## src/rtl/fpsr_pkg.sv

```systemverilog
package fpsr_pkg;
  localparam int FP_W   = 64;
  localparam int EXP_W  = 11;
  localparam int FRAC_W = FP_W - EXP_W - 1;
  localparam int QBIT   = FRAC_W - 1;

  typedef enum logic [1:0] {
    OP_ADD = 2'd0,
    OP_SUB = 2'd1,
    OP_MUL = 2'd2,
    OP_FMA = 2'd3
  } fp_op_e;

  typedef struct packed {
    logic sign;
    logic qnan;
    logic snan;
    logic inf;
    logic zero;
  } fp_cls_t;

  localparam logic [FP_W-1:0] DEFAULT_NAN =
    {1'b0, {EXP_W{1'b1}}, 1'b1, {(FRAC_W-1){1'b0}}};

  function automatic logic [FP_W-1:0] make_quiet(input logic [FP_W-1:0] v);
    logic [FP_W-1:0] q;
    q       = v;
    q[QBIT] = 1'b1;
    return q;
  endfunction

  function automatic logic [FP_W-1:0] make_inf(input logic s);
    return {s, {EXP_W{1'b1}}, {FRAC_W{1'b0}}};
  endfunction

  function automatic logic any_nan(input fp_cls_t c);
    return c.qnan | c.snan;
  endfunction
endpackage

```

## src/rtl/fpsr_classify.sv

```systemverilog
module fpsr_classify
  import fpsr_pkg::*;
(
  input  logic [FP_W-1:0] val_i,
  output fp_cls_t         cls_o
);
  logic [EXP_W-1:0]  exp_f;
  logic [FRAC_W-1:0] frac_f;
  logic              exp_max;

  assign exp_f   = val_i[FP_W-2 -: EXP_W];
  assign frac_f  = val_i[FRAC_W-1:0];
  assign exp_max = &exp_f;

  always_comb begin
    cls_o.sign = val_i[FP_W-1];
    cls_o.qnan = exp_max & frac_f[QBIT];
    cls_o.snan = exp_max & ~frac_f[QBIT] & (|frac_f);
    cls_o.inf  = exp_max & ~(|frac_f);
    cls_o.zero = ~(|exp_f) & ~(|frac_f);
  end
endmodule

```

## src/rtl/fpsr_nan_pick.sv

```systemverilog
module fpsr_nan_pick
  import fpsr_pkg::*;
(
  input  fp_op_e          op_i,
  input  fp_cls_t         cls_a_i,
  input  fp_cls_t         cls_b_i,
  input  fp_cls_t         cls_c_i,
  input  logic [FP_W-1:0] val_a_i,
  input  logic [FP_W-1:0] val_b_i,
  input  logic [FP_W-1:0] val_c_i,
  output logic            nan_hit_o,
  output logic [FP_W-1:0] nan_val_o,
  output logic            snan_seen_o
);
  logic            use_c;
  logic [FP_W-1:0] chosen;

  assign use_c = (op_i == OP_FMA);

  always_comb begin
    nan_hit_o = 1'b1;
    chosen    = val_a_i;
    if (any_nan(cls_a_i)) begin
      chosen = val_a_i;
    end else if (use_c && any_nan(cls_c_i)) begin
      chosen = val_c_i;                      // C ranks above B
    end else if (any_nan(cls_b_i)) begin
      chosen = val_b_i;
    end else begin
      nan_hit_o = 1'b0;
      chosen    = '0;
    end
  end

  assign nan_val_o   = nan_hit_o ? make_quiet(chosen) : '0;
  assign snan_seen_o = cls_a_i.snan | cls_b_i.snan | (use_c & cls_c_i.snan);

  // a selected NaN always leaves as a quiet NaN
  always_comb begin
    if (nan_hit_o) begin
      p_nan_quiet_r3: assert ((&nan_val_o[FP_W-2 -: EXP_W]) && nan_val_o[QBIT])
        else $error("selected NaN not quiet");
    end
  end
endmodule

```

## src/rtl/fpsr_inf_rules.sv

```systemverilog
module fpsr_inf_rules
  import fpsr_pkg::*;
(
  input  fp_op_e          op_i,
  input  fp_cls_t         cls_a_i,
  input  fp_cls_t         cls_b_i,
  input  fp_cls_t         cls_c_i,
  output logic            inv_hit_o,
  output logic            inf_hit_o,
  output logic [FP_W-1:0] inf_val_o
);
  logic nan_ab, nan_abc;
  logic eff_sign_b;
  logic prod_inf_zero, prod_inf, prod_sign, fma_clash;

  assign nan_ab        = any_nan(cls_a_i) | any_nan(cls_b_i);
  assign nan_abc       = nan_ab | any_nan(cls_c_i);
  assign eff_sign_b    = cls_b_i.sign ^ (op_i == OP_SUB);
  assign prod_inf_zero = (cls_b_i.inf & cls_c_i.zero) | (cls_c_i.inf & cls_b_i.zero);
  assign prod_inf      = (cls_b_i.inf & ~cls_c_i.zero & ~any_nan(cls_c_i))
                       | (cls_c_i.inf & ~cls_b_i.zero & ~any_nan(cls_b_i));
  assign prod_sign     = cls_b_i.sign ^ cls_c_i.sign;
  assign fma_clash     = cls_a_i.inf & prod_inf & (cls_a_i.sign != prod_sign);

  always_comb begin
    inv_hit_o = 1'b0;
    inf_hit_o = 1'b0;
    inf_val_o = '0;
    unique case (op_i)
      OP_ADD, OP_SUB: begin
        inv_hit_o = cls_a_i.inf & cls_b_i.inf & (cls_a_i.sign != eff_sign_b);
        inf_hit_o = ~nan_ab & (cls_a_i.inf | cls_b_i.inf) & ~inv_hit_o;
        inf_val_o = cls_a_i.inf ? make_inf(cls_a_i.sign) : make_inf(eff_sign_b);
      end
      OP_MUL: begin
        inv_hit_o = (cls_a_i.inf & cls_b_i.zero) | (cls_b_i.inf & cls_a_i.zero);
        inf_hit_o = ~nan_ab & (cls_a_i.inf | cls_b_i.inf) & ~inv_hit_o;
        inf_val_o = make_inf(cls_a_i.sign ^ cls_b_i.sign);
      end
      default: begin
        inv_hit_o = prod_inf_zero | fma_clash;
        inf_hit_o = ~nan_abc & (cls_a_i.inf | prod_inf) & ~inv_hit_o;
        inf_val_o = cls_a_i.inf ? make_inf(cls_a_i.sign) : make_inf(prod_sign);
      end
    endcase
    if (!inf_hit_o) inf_val_o = '0;
  end

  // an infinity result is never produced alongside an invalid case
  always_comb begin
    p_inf_excl_inv_r9: assert (!(inv_hit_o && inf_hit_o))
      else $error("infinity and invalid both claimed");
  end
endmodule

```

## src/rtl/fp_special_resolver.sv

```systemverilog
module fp_special_resolver
  import fpsr_pkg::*;
(
  input  logic [1:0]  op_i,
  input  logic [63:0] opnd_a_i,
  input  logic [63:0] opnd_b_i,
  input  logic [63:0] opnd_c_i,
  output logic        special_o,
  output logic [63:0] result_o,
  output logic        invalid_o
);
  localparam int N_OPND = 3;

  fp_op_e          op;
  logic [FP_W-1:0] vals [N_OPND];
  fp_cls_t         cls  [N_OPND];

  assign op      = fp_op_e'(op_i);
  assign vals[0] = opnd_a_i;
  assign vals[1] = opnd_b_i;
  assign vals[2] = opnd_c_i;

  for (genvar g = 0; g < N_OPND; g++) begin : g_cls
    fpsr_classify u_cls (.val_i(vals[g]), .cls_o(cls[g]));
  end

  logic            nan_hit, snan_seen;
  logic [FP_W-1:0] nan_val;
  logic            inv_hit, inf_hit;
  logic [FP_W-1:0] inf_val;

  fpsr_nan_pick u_nan (
    .op_i(op), .cls_a_i(cls[0]), .cls_b_i(cls[1]), .cls_c_i(cls[2]),
    .val_a_i(vals[0]), .val_b_i(vals[1]), .val_c_i(vals[2]),
    .nan_hit_o(nan_hit), .nan_val_o(nan_val), .snan_seen_o(snan_seen)
  );

  fpsr_inf_rules u_inf (
    .op_i(op), .cls_a_i(cls[0]), .cls_b_i(cls[1]), .cls_c_i(cls[2]),
    .inv_hit_o(inv_hit), .inf_hit_o(inf_hit), .inf_val_o(inf_val)
  );

  always_comb begin
    special_o = nan_hit | inv_hit | inf_hit;
    invalid_o = snan_seen | inv_hit;       // inf*0 flags even with NaN addend
    if (nan_hit)      result_o = nan_val;
    else if (inv_hit) result_o = DEFAULT_NAN;
    else if (inf_hit) result_o = inf_val;
    else              result_o = '0;
  end

  // a signalling NaN in use must reach the invalid flag
  always_comb begin
    if (snan_seen) begin
      p_snan_flags_r3: assert (invalid_o && special_o && result_o[QBIT])
        else $error("signalling NaN lost");
    end
  end

  // invalid without any NaN operand yields the default NaN
  always_comb begin
    if (inv_hit && !nan_hit) begin
      p_dnan_r5: assert (result_o == DEFAULT_NAN)
        else $error("default NaN expected");
    end
  end

  // flag and result are quiet when nothing special is seen
  always_comb begin
    if (!special_o) begin
      p_idle_zero_r1: assert (!invalid_o && (result_o == '0))
        else $error("outputs active while not special");
    end
  end
endmodule

```

## config.mk

```make
export PLATFORM = sky130hd
export DESIGN_NAME = fp_special_resolver
export DESIGN_NICKNAME = d
export VERILOG_FILES = /design/src/rtl/fpsr_pkg.sv /design/src/rtl/fpsr_classify.sv /design/src/rtl/fpsr_nan_pick.sv /design/src/rtl/fpsr_inf_rules.sv /design/src/rtl/fp_special_resolver.sv
export SDC_FILE = /design/constraint.sdc
export NUM_CORES = 1
export LEC_CHECK = 0
export ABC_AREA = 1
export ABC_CLOCK_PERIOD_IN_PS = 2350
export BUFFER_PORTS_ARGS = -buffer_cell sky130_fd_sc_hd__buf_2
export CELL_PAD_IN_SITES_DETAIL_PLACEMENT = 0
export CELL_PAD_IN_SITES_GLOBAL_PLACEMENT = 1
export CORE_UTILIZATION = 22
export DETAILED_ROUTE_END_ITERATION = 7
export PLACE_DENSITY_LB_ADDON = 0.1
export SLEW_MARGIN = 40
export SYNTH_ARGS = -nofsm -noshare
export SYNTH_HDL_FRONTEND = slang
export SYNTH_SLANG_ARGS = --single-unit
```

## constraint.sdc

```tcl
create_clock -name vclk -period 2.35
set_input_delay 0.47 -clock vclk [all_inputs]
set_output_delay 0.47 -clock vclk [all_outputs]
set_load 0.02 [all_outputs]
```

Yosys cells after proc, flatten, opt, wreduce, memory -nomap -nowiden
Cells that the tools add are included.
{"block": "op_classes", "eq_ne": 5, "muxes": 14, "n_bitwise": 70, "reduce_logical": 12}
{"op": "64-bit two-way mux", "n": 8}
{"op": "52-bit OR reduction", "n": 3}
{"op": "64-bit one-hot mux with 2 select lines", "n": 1}
{"op": "1-bit bitwise AND", "n": 33}
{"op": "11-bit AND reduction", "n": 3}
{"op": "11-bit OR reduction", "n": 3}
{"op": "1-bit NOT", "n": 18}
{"op": "1-bit OR", "n": 16}
{"op": "2-bit equality test, second input constant", "n": 2}
{"op": "1-bit one-hot mux with 2 select lines", "n": 2}
{"op": "1-bit two-way mux", "n": 3}
{"op": "1-bit bitwise XOR", "n": 3}
{"op": "2-bit by 1-bit equality test with 1-bit output, second input constant", "n": 1}
{"op": "2-bit logical NOT", "n": 1}
{"op": "1-bit inequality test", "n": 2}
{"op": "2-bit OR reduction", "n": 1}
{"op": "1-bit logical AND", "n": 1}
{"block": "word_totals", "reg_bits": 0, "input_bits": 194, "wordCells": 101}

Depth between registers and ports, before layout
{"block": "depth", "depth_word": 16, "ltp_mapped": 15, "mapped_depth_nobuf": 14}

Modules after synthesis
From an unflattened synthesis, not the netlist that was laid out.
{"block": "unflattened", "hier_cells": 1136, "hier_area_um2": 5027.3}
{"module": "fpsr_nan_pick", "n_inst": 1, "cells_each": 493, "area_each_um2": 2133.3}
{"module": "fp_special_resolver", "n_inst": 1, "cells_each": 322, "area_each_um2": 1297.5}
{"module": "fpsr_classify", "n_inst": 3, "cells_each": 68, "area_each_um2": 282.8}
{"module": "fpsr_inf_rules", "n_inst": 1, "cells_each": 117, "area_each_um2": 748.2}

Worst setup path before layout
No wires, ideal clock.
{"block": "synth_timing", "kind": "input port to output port", "startpoint": "input opnd_c_i[46]", "endpoint": "output result_o[0]", "t_arrival_ns": 1.922, "t_required_ns": 1.880, "path_slack_ns": -0.042, "path_stages": 11, "path_cell_list": "nor2_1 nand2_1 nor2_1 nand2_1 nor2_1 nand2_1 nand3_1 buf_2 buf_2 o21ai_0 a21oi_1"}
{"block": "synth_via", "elab_chain_cells": 16, "word_cells_on_any_way": 35, "cone_classes": "mux (9); bitwise (24); reduce/logical (2)"}
{"item": "start: declaration", "line": "fp_special_resolver.sv:7", "rtl": "input logic [63:0] opnd_c_i,"}
{"item": "52-bit OR reduction *", "line": "fpsr_classify.sv:18, fpsr_classify.sv:19, fpsr_classify.sv:20"}
{"item": "1-bit NOT", "line": "fpsr_classify.sv:19, fpsr_classify.sv:20"}
{"item": "1-bit bitwise AND", "line": "fpsr_classify.sv:20", "rtl": "cls_o.zero = ~(|exp_f) & ~(|frac_f);"}
{"item": "1-bit NOT", "line": "fpsr_inf_rules.sv:20", "rtl": "assign prod_inf = (cls_b_i.inf & ~cls_c_i.zero & ~any_nan(cls_c_i))"}
{"item": "1-bit bitwise AND (2 in a row)", "line": "fpsr_inf_rules.sv:20"}
{"item": "1-bit OR", "line": "fpsr_inf_rules.sv:21", "rtl": "| (cls_c_i.inf & ~cls_b_i.zero & ~any_nan(cls_b_i));"}
{"item": "1-bit bitwise AND (2 in a row)", "line": "fpsr_inf_rules.sv:23", "rtl": "assign fma_clash = cls_a_i.inf & prod_inf & (cls_a_i.sign != prod_sign);"}
{"item": "1-bit OR", "line": "fpsr_inf_rules.sv:41", "rtl": "inv_hit_o = prod_inf_zero | fma_clash;"}
{"item": "1-bit NOT", "line": "fpsr_inf_rules.sv:42", "rtl": "inf_hit_o = ~nan_abc & (cls_a_i.inf | prod_inf) & ~inv_hit_o;"}
{"item": "1-bit bitwise AND", "line": "fpsr_inf_rules.sv:42"}
{"item": "1-bit one-hot mux with 2 select lines", "line": "fpsr_inf_rules.sv:29", "rtl": "unique case (op_i)"}
{"item": "64-bit two-way mux", "line": "fp_special_resolver.sv:48", "rtl": "else if (inf_hit) result_o = inf_val;"}
{"item": "64-bit two-way mux", "line": "fp_special_resolver.sv:47", "rtl": "else if (inv_hit) result_o = DEFAULT_NAN;"}
{"item": "64-bit two-way mux *", "line": "fp_special_resolver.sv:46", "rtl": "if (nan_hit) result_o = nan_val;"}
{"item": "end: declaration", "line": "fp_special_resolver.sv:9", "rtl": "output logic [63:0] result_o,"}
Every way passes the cells marked *; elsewhere a longest branch is shown, timed or not.

Worst setup path in the final report
{"block": "layout_timing", "startpoint": "input opnd_c_i[20]", "endpoint": "output result_o[56]"}
The elaborated chain is that of the path after synthesis.

==> implementation parameters <==
Parameter                              Value

Timing
  Setup Viol. Count Final ... 66
  Slew at the pin with the worst max-slew slack ... 444 ps
  Max-slew violation count ... 0
  Fmax ... 359 MHz
  Final-layout setup total negative slack ... -21820 ps
  Final-report hold violation count ... 0
  Final min period ... 2790 ps
  Relative max-transition margin ... 70.1%
  Unrepaired setup endpoints after global routing ... yes
  Crit path setup slack, layout ... -436 ps
  Portion of the clock cycle consumed by the worst path in the final layout ... 119%

Cells and area
  Seq Cell Count ... 0
  Share of final-layout standard cells stronger than drive strength 1 ... 62.0%
  Clock buf count ... 0
  Number of nets in the layout ... 1125
  Final standard cell area without fillers ... 0.00677 mm²
  # diodes ... 0
  Sequential cell area ... 0 µm²
  Layout Area Growth over Synthesis ... 145%
  Final std cells w/o fill ... 1097
  Fill cell total of the finished layout ... 1248
  Post-Route Utilization ... 55.9%

Global routing
  First-pass GRT wire length ... 22900 µm
  Maximum number of pins on one net before global-route repair ... 49
  Number of antenna violations at the first check in global routing ... 0
  Total congestion overflow after global routing ... 0
  Overall fraction of global-route tracks in use ... 21.6%
  Via count of the first global-routing pass ... 4809

Die
  Initial standard-cell utilization of the core ... 22.8%
  Die area ... 0.0130 mm²
  Chip Width ... 114 µm
  Top-level I/O count ... 260
  Vertical die dimension ... 114 µm
  Row count ... 40
  Placeable core area ... 0.0121 mm²

Worst hold path
  Min-Delay Path Depth ... 4
  Terminating pin of the worst hold path ... result_o[40]
  Worst hold-check path type ... primary input to primary output
  Origin of the worst min-delay path ... opnd_c_i[40]

Route
  Drt via density ... 4.83
  Final routed DRC violation total ... 0
  Detailed Routing Iterations Pass 1 ... 4
  DRC marker count from the first detailed-route iteration ... 150
  Routed via count ... 5298
  Detailed-route wire length per cell ... 14.8 µm
  Post-Route WL ... 16300 µm
  ANT nets after route ... 0

Critical path
  Data arrival at the endpoint of the critical path ... 2320 ps
  Critical Path Stages ... 17
  Launch point of the critical path ... opnd_c_i[20]
  Cells along the critical path ... buf_6, nor2_2, nand2_2, nor2_4, nand2_2, nor2_4, buf_6, buf_6, nand3_4, nand3_2, nand2_1, nand2_1, nand2_2, a21oi_4, clkbuf_16, nand3_4, buf_6
  Category of cells accounting for the largest share of critical-path delay ... simple AND/OR/NAND/NOR gates
  CP dominant cell by count ... sky130_fd_sc_hd__buf_6
  Buffers plus inverters on the worst setup path ... 5
  Startpoint-to-endpoint class of the critical path ... primary input to primary output
  Maximum net fanout on the critical path ... 7
  Required time of the worst setup path ... 1880 ps
  Setup crit end kind ... primary output
  CP peak stage delay ... 250 ps
  Startpoint kind of the worst setup timing path ... primary input
  Critical path's slowest cell ... sky130_fd_sc_hd__a21oi_4

Logic synthesis
  Leading post-synthesis cells by cell area ... sky130_fd_sc_hd__o21ai_0 20%, sky130_fd_sc_hd__nand2_1 17%, sky130_fd_sc_hd__nor2_1 16%
  Nets in the synthesized netlist ... 779
  Library cell with the largest summed area after synthesis ... sky130_fd_sc_hd__o21ai_0
  Top cells by instance count after synthesis ... 123 x sky130_fd_sc_hd__nand2_1, 117 x sky130_fd_sc_hd__nor2_1, 108 x sky130_fd_sc_hd__o21ai_0
  Cell count after synthesis ... 585
  Synthesized cell area ... 0.00276 mm²
  Unique masters post-synth ... 33
  Average cell area after synthesis ... 4.72 µm²
  Yosys Warn Count ... 0
  Fraction of synthesized cell area taken by the top area cell type ... 19.6%
  Sequential-to-total area share from yosys stat ... 0%
  Most frequently used cell type in the post-synthesis netlist ... sky130_fd_sc_hd__nand2_1

Placed design
  RePlAce Congestion ... 0.818
  Placed wire-length estimate ... 11000 µm
  Placed cell count ... 1044
  Number of buffers inserted by port buffering ... 260
  Standard cell area after detailed placement ... 0.00475 mm²

Flow run
  Count of max-cap constraint violations ... 0

Power and ir drop
  Static power due to leakage ... 3.34 nW
  Total power per unit cell area ... 62.3 mW/mm²
  Worst vdd rail ir drop ... 0.0479 mV

Status
  Result of the run ... finished with violations
  Violations in the final reports ... setup timing

Clock tree
  Number of buffers inserted by hold repair at cts ... 0
## cell type report
cell class                      count  area, µm²  area share [%]
Timing Repair Buffer              383       3280            48.4
Tap cell                          168        210            3.10
Multi-Input combinational cell    525       3210            47.3
Inverter                           21       81.3            1.20
## repair_timing
action / in CTS / in global routing
cloned: 16 / 11
resized for setup: 134 / 270
setup buffers: 15 / 17
pin swaps: 11 / 45
endpoints found under the setup margin: 66 / 66
endpoints found under the hold margin: 0 / 0
## routing by layer
| metal | GRT usage [%] | wire [µm] | up-vias |
|---|---|---|---|
| li1 | - | - | 2681 |
| met1 | 27.1 | 6650 | 2398 |
| met2 | 40.5 | 8530 | 199 |
| met3 | 1.91 | 884 | 20 |
| met4 | 2.86 | 216 | 0 |
| met5 | 0 | 0 | - |
## logic make-up after synthesis
logic type	share of synthesized area, %
simple gates	58.5
xor+xnor	1.27
compound gates	30.5
buf+inv	9.74
## worst max path at each step
stage	slack [ps]	end
after floorplan	-40	result_o[37]
after global placement	-500	result_o[52]
after detailed placement	-560	special_o
after CTS	-360	special_o
after global routing	-570	result_o[52]
final	-440	result_o[56]
## layout by cell type, fill, tap and decap left out, drive strengths merged
cell type  Yosys  final
o211ai         1      1
nor2         125    125
or3            1      1
nor3           7      7
nor4           2      2
and3           1      1
nand2        132    132
a21oi         56     56
a32o           1      1
nand3         76     77
nand3b         1      1
and2           1      1
or2            1      1
buf           14    373
xnor2          1      1
clkbuf        26     10
inv           21     21
xor2           3      3
o21ai        108    108
nand4          7      7
## report_power, final
part           internal [mW]  leakage, nW  switching (mW)  total (mW)
logic                  0.236         3.34           0.186       0.422
registers                  0            0               0           0
clock network              0            0               0           0
## stage by stage
stage | power [mW] | hold slack [ps] | setup slack, ps
floorplan | 0.0720 | 1170 | -37.9
global route | 0.461 | 1340 | -570
detailed placement | 0.340 | 1360 | -565
finish | 0.422 | 1310 | -436
global placement | 0.336 | 1370 | -500
CTS | 0.367 | 1350 | -356
## worst min-delay path, stage by stage
cell                      delay [ps]
sky130_fd_sc_hd__buf_6            80
sky130_fd_sc_hd__o21ai_2          60
sky130_fd_sc_hd__a21oi_2         100
sky130_fd_sc_hd__buf_4           140
(Power assumes the default switching activity.)
